File: src/rtl/zbtPkg.sv
package zbtPkg;
  localparam int LANES  = 4;
  localparam int LANE_W = 9;
  localparam int WORD_W = LANES * LANE_W;

  // strobes from control to datapath, valid for the current clock edge
  typedef struct packed {
    logic             advance;   // clock enable active this edge
    logic             doWrite;   // data phase of a write
    logic             doRead;    // data phase of a read
    logic [LANES-1:0] laneEn;    // lanes to update on a write
  } zbtStrobe_t;

  // low bits of a burst address for beat n
  function automatic logic [1:0] burstLow(input logic [1:0] base,
                                          input logic [1:0] beat,
                                          input logic interleave);
    return interleave ? (base ^ beat) : (base + beat);
  endfunction
endpackage

File: src/rtl/zbtCtrl.sv
module zbtCtrl import zbtPkg::*; #(
  parameter int ADDR_W = 6
) (
  input  logic              clk,
  input  logic              rstN,
  input  logic              clkEnN,
  input  logic              ce1N,
  input  logic              ce2,
  input  logic              ce2N,
  input  logic              advLoad,
  input  logic              writeN,
  input  logic [LANES-1:0]  byteWrN,
  input  logic [ADDR_W-1:0] addr,
  input  logic              burstInterleave,
  output zbtStrobe_t        strobe,
  output logic [ADDR_W-1:0] phaseAddr
);
  typedef struct packed {
    logic              valid;
    logic              isWrite;
    logic [ADDR_W-1:0] addr;
    logic [LANES-1:0]  laneEn;
  } pipeCmd_t;

  pipeCmd_t          nextCmd, stage1, stage2;
  logic              burstOn, burstWr;
  logic [ADDR_W-1:0] burstBase;
  logic [1:0]        burstCnt, nextBeat;
  logic              chipSel;

  assign chipSel  = !ce1N && ce2 && !ce2N;
  assign nextBeat = burstCnt + 2'd1;

  always_comb begin
    nextCmd = '0;
    if (!advLoad) begin
      if (chipSel) begin
        nextCmd.valid   = 1'b1;
        nextCmd.isWrite = !writeN;
        nextCmd.addr    = addr;
        nextCmd.laneEn  = ~byteWrN;
      end
    end else if (burstOn) begin
      nextCmd.valid   = 1'b1;
      nextCmd.isWrite = burstWr;
      nextCmd.addr    = {burstBase[ADDR_W-1:2],
                         burstLow(burstBase[1:0], nextBeat, burstInterleave)};
      nextCmd.laneEn  = ~byteWrN;
    end
  end

  always_ff @(posedge clk or negedge rstN) begin
    if (!rstN) begin
      stage1    <= '0;
      stage2    <= '0;
      burstOn   <= 1'b0;
      burstWr   <= 1'b0;
      burstBase <= '0;
      burstCnt  <= '0;
    end else if (!clkEnN) begin
      stage1 <= nextCmd;
      stage2 <= stage1;
      if (!advLoad) begin
        burstOn   <= chipSel;
        burstWr   <= !writeN;
        burstBase <= addr;
        burstCnt  <= '0;
      end else if (burstOn) begin
        burstCnt <= nextBeat;
      end
    end
  end

  always_comb begin
    strobe.advance = !clkEnN;
    strobe.doWrite = stage2.valid && stage2.isWrite;
    strobe.doRead  = stage2.valid && !stage2.isWrite;
    strobe.laneEn  = stage2.laneEn;
  end
  assign phaseAddr = stage2.addr;
endmodule

File: src/rtl/zbtData.sv
module zbtData import zbtPkg::*; #(
  parameter int ADDR_W = 6
) (
  input  logic              clk,
  input  logic              rstN,
  input  zbtStrobe_t        strobe,
  input  logic [ADDR_W-1:0] phaseAddr,
  input  logic [WORD_W-1:0] dataIn,
  input  logic              outEnN,
  output logic [WORD_W-1:0] dataOut,
  output logic              dataOe
);
  localparam int DEPTH = 1 << ADDR_W;

  logic [WORD_W-1:0] mem [DEPTH];
  logic [WORD_W-1:0] outReg;
  logic              oeReg;

  for (genvar g = 0; g < LANES; g++) begin : gLane
    always_ff @(posedge clk) begin
      if (strobe.advance && strobe.doWrite && strobe.laneEn[g])
        mem[phaseAddr][g*LANE_W +: LANE_W] <= dataIn[g*LANE_W +: LANE_W];
    end
  end

  always_ff @(posedge clk or negedge rstN) begin
    if (!rstN) begin
      outReg <= '0;
      oeReg  <= 1'b0;
    end else if (strobe.advance) begin
      if (strobe.doRead) outReg <= mem[phaseAddr];
      oeReg <= strobe.doRead;
    end
  end

  assign dataOut = outReg;
  assign dataOe  = oeReg && !outEnN;
endmodule

File: src/rtl/zbtSram.sv
module zbtSram import zbtPkg::*; #(
  parameter int ADDR_W = 6
) (
  input  logic              clk,
  input  logic              rstN,
  input  logic              clkEnN,
  input  logic              ce1N,
  input  logic              ce2,
  input  logic              ce2N,
  input  logic              advLoad,
  input  logic              writeN,
  input  logic [3:0]        byteWrN,
  input  logic [ADDR_W-1:0] addr,
  input  logic              burstInterleave,
  input  logic              outEnN,
  input  logic [35:0]       dataIn,
  output logic [35:0]       dataOut,
  output logic              dataOe
);
  zbtStrobe_t        strobe;
  logic [ADDR_W-1:0] phaseAddr;

  zbtCtrl #(.ADDR_W(ADDR_W)) uCtrl (
    .clk(clk), .rstN(rstN), .clkEnN(clkEnN), .ce1N(ce1N), .ce2(ce2),
    .ce2N(ce2N), .advLoad(advLoad), .writeN(writeN), .byteWrN(byteWrN),
    .addr(addr), .burstInterleave(burstInterleave), .strobe(strobe),
    .phaseAddr(phaseAddr)
  );

  zbtData #(.ADDR_W(ADDR_W)) uData (
    .clk(clk), .rstN(rstN), .strobe(strobe), .phaseAddr(phaseAddr),
    .dataIn(dataIn), .outEnN(outEnN), .dataOut(dataOut), .dataOe(dataOe)
  );
endmodule

File: config.mk
export PLATFORM = sky130hd
export DESIGN_NAME = zbtSram
export DESIGN_NICKNAME = d
export VERILOG_FILES = /design/src/rtl/zbtPkg.sv /design/src/rtl/zbtCtrl.sv /design/src/rtl/zbtData.sv /design/src/rtl/zbtSram.sv
export SDC_FILE = /design/constraint.sdc
export NUM_CORES = 2
export LEC_CHECK = 0
export BUFFER_PORTS_ARGS = -buffer_cell sky130_fd_sc_hd__buf_2
export CORE_AREA = 2 2 437 439
export DETAILED_ROUTE_END_ITERATION = 8
export DIE_AREA = 0 0 439 441
export PLACE_DENSITY = 0.71
export SETUP_SLACK_MARGIN = 0.4
export SYNTH_ARGS = -nofsm -noshare
export SYNTH_HDL_FRONTEND = slang
export SYNTH_SLANG_ARGS = --single-unit
File: constraint.sdc
create_clock -name clk -period 2.95 [get_ports clk]
set_input_delay 0.885 -clock clk [delete_from_list [all_inputs] [get_ports clk]]
set_output_delay 0.885 -clock clk [all_outputs]
set_load 0.01 [all_outputs]
==> run_results.csv <==
group,metric,value,unit
clock_network,cts_max_level,4,
outcome,status,"complete, but fails checks",
synth,synth_area_leader_cell,"edfxtp_1",
power,p_leak,37.1,nW
power,power,74.3,mW
outcome,violations,"setup timing",
synth,synthXorXnorAreaFrac,0.000286,
worst_setup_path,path_buf_inv,3,
global_route,grt_pass1_wl,412000,µm
detailed_routing,drt-initial-drc-count,10600,
worst_setup_path,cp_top_family,"compound AO/OA/AOI/OAI gates",
clock_network,cts_buffer_depth,3,
floorplanning,die-area,194000,µm²
worst_setup_path,arrival,3.74,ns
synth,synth-main-ff-cell,"edfxtp_1",
final_layout,nNetsFinal,6068,
global_route,grt-ovfl-total,0,
clock_network,cts_root_buf,"clkbuf_16",
worst_setup_path,cp-end-kind,"flip-flop",
timing,finalWorstSetupSlack,-0.0207,ns
min_path,hold_path.class,"in2reg",
placed_design,placed_cells,8029,
flow_run,maxCapViolations,0,
placed_design,routabilityCongestion,0.940,
clock_network,cts_sinks,2375,
global_route,grt_usage,0.300,
synth,synth.top_cell.area_share,0.753,
global_route,grt_pass1_vias,55400,
placed_design,io_buffers,92,
synth,syn_inst,5072,
worst_setup_path,cp_cell_sequence,"buf_6, buf_16, nor2b_4, buf_12, a221o_1, a222oi_1, o22ai_1, nand4b_1, o32a_1",
timing,clock-skew-final,0.0907,ns
synth,avgSynthCellArea,18.1,µm²
timing,relSlewSlack,0.173,
synth,syn_nets,5129,
placed_design,post-place-ws,-0.508,ns
worst_setup_path,critPathRequiredTime,3.72,ns
timing,min_period_over_period,1.01,
final_layout,layout_common_cells,"2304 x edfxtp_1, 691 x buf_4, 305 x nor2_1",
power,power_density,653,nW/µm²
final_layout,layout-area-overhead-vs-synth,23.7,%
timing,rsz0062_at_grt,"true",
final_layout,fillCellCount,12900,
timing,setup_viol,3,
synth,ys_seq_area_frac,0.772,
synth,synth-seq-cells,2375,
synth,synth_simple_gate_area_frac,0.0300,
detailed_routing,drt_first_pass_iters,8,
timing,finalMaxSlewViolations,0,
worst_setup_path,slowest_delay,0.57,ns
synth,synth_edf_count,2304,
synth,synth_top_family_by_area,"multiplexers",
detailed_routing,wirelength,305000,µm
floorplanning,num_rows,160,
floorplanning,coreArea,189000,µm²
synth,synth.distinct_cells,71,
detailed_routing,vias_per_cell,6.75,
final_layout,drive_gt1_frac,0.344,
final_layout,regArea,71000,µm²
global_route,antenna_found_initial,16,
timing,fmax,0.337,GHz
synth,synth_fa_ha_area_frac,0.000136,
final_layout,multi_input_area,21100,µm²
worst_setup_path,crit_path_max_fanout,6,
detailed_routing,wl_per_cell,35.0,µm
synth,synth_area_leaders,"edfxtp_1 75%, mux4_2 4.1%, mux2i_1 2.6%",
timing,min_period,2.97,ns
placed_design,hpwl,182000,µm
clock_network,cts_tree,"yes",
floorplanning,die-width,439,µm
global_route,grt_max_degree,65,
synth,synth_compound_area_frac,0.0855,
worst_setup_path,path_class,"reg2reg",
detailed_routing,drcViolationCount,0,
synth,synth_mux_area_frac,0.0911,
synth,syn_area,91900,µm²
worst_setup_path,startpoint_type,"flip-flop",
timing,tightest_slew,1.24,ns
synth,yosysWarnings,0,
final_layout,fin_util,0.601,
synth,async_flop_share,0.0299,
power,ir_worst_vdd,0.719,mV
worst_setup_path,cp_slowest_cell,"dfrtp_4",
timing,hold_viol,0,
floorplanning,die-height,441,µm
final_layout,mostFrequentLayoutCell,"edfxtp_1",
floorplanning,start_util,0.486,
detailed_routing,vias,58900,
detailed_routing,ant_nets,0,
final_layout,final_cells,8722,
clock_network,clk_latency,0.91,ns
floorplanning,io_pins,93,
clock_network,clkTransAtPathRegs,0.07,ns
clock_network,numCtsBuffers,220,
layout make-up:
type,instances,share of cell area
Clock buffer,281,0.0510
Inverter,11,0.000594
Multi-Input combinational cell,2333,0.186
Timing Repair Buffer,1070,0.0983
Antenna cell,11,0.000242
Tap cell,2511,0.0276
Clock inverter,130,0.0126
Sequential cell,2375,0.624
what timing repair did:
action                                  CTS  global route
setup endpoints to repair              2204          1072
buffers inserted                        107           116
resized for setup                       272           299
pin swaps                                76           120
endpoints found under the hold margin    11             0
gates cloned                             25            22
hold buffers                              1             0
through the flow:
step	area, µm²	hold WS [ns]	setup TNS (ns)
after floorplan	92000	0.443	0
after global placement	101000	0.465	-983.34
after detailed placement	101000	0.467	-765.15
after CTS	111000	0.150	0
after global routing	114000	0.166	-0.0833
final	114000	0.177	-0.0480
flip-flops by register name, summed over array words and instances (netlist names), 2 cells and up:
| register | cells |
|---|---|
| uData.mem | 2304 |
| uData.dataOut | 36 |
| uCtrl.stage1 | 12 |
| uCtrl.strobe | 4 |
| uCtrl.burstCnt | 2 |
| uCtrl.phaseAddr | 6 |
| uCtrl.burstBase | 6 |
| uCtrl.stage2 | 2 |
Yosys cell counts, drive strengths merged (19+ instances only):
cell,instances
a21oi,130
a221o,56
a221oi,220
a222oi,25
a22o,45
a22oi,179
a31oi,38
buf,244
clkbuf,111
dfrtp,71
edfxtp,2304
mux2,197
mux2i,242
mux4,166
nand2,188
nand3,20
nor2,366
o211ai,19
o21ai,128
o22ai,115
o32a,22
worst register-to-register path, stage by stage (launching register included):
cell	delay, ns
dfrtp_4	0.57
buf_6	0.17
buf_16	0.12
nor2b_4	0.13
buf_12	0.14
a221o_1	0.31
a222oi_1	0.48
o22ai_1	0.20
nand4b_1	0.34
o32a_1	0.36
path summary, 6_finish.rpt:
kind | from | to | slack, ns | cells past startpoint
setup / recovery | uCtrl.phaseAddr[1] | uData.dataOut[14] | -0.02 | 9
hold / removal | byteWrN[3] | uCtrl.stage1[3] | 0.18 | 2
setup reg to reg | uCtrl.phaseAddr[1] | uData.dataOut[14] | -0.02 | 9
hold reg to reg | uCtrl.stage1[3] | uCtrl.stage1[3] | 0.49 | 2
max in group asynchronous | rstN | uData.dataOut[20] | 1.60 | 3
min in group asynchronous | rstN | uData.dataOut[4] | 0.47 | 2
power breakdown:
| part | internal (mW) | switching, mW |
|---|---|---|
| Combinational | 3.17 | 4.74 |
| Clock | 15.8 | 12.8 |
| Sequential | 37.3 | 0.563 |
| Total | 56.2 | 18.1 |
metal layers:
layer  global-route usage  up-vias  share of wire
li1                     -    22700              -
met1                0.402    29400           0.34
met2                0.447     5616           0.44
met3               0.0831     1154           0.15
met4                0.160       10          0.068
met5              0.00794        -        0.00055
cells by family (layout without fill, tap and decap cells):
logic type               Yosys count  count (layout)
buffers and inverters            366            1492
other                              0              11
adder cells (fa/ha/maj)            1               1
multiplexers                     605             605
AO/OA/AOI/OAI                   1064            1064
flip-flops                      2375            2375
AND/OR/NAND/NOR                  658             660
XOR/XNOR                           3               3
No activity file was read; power rests on OpenSTA's default activity.
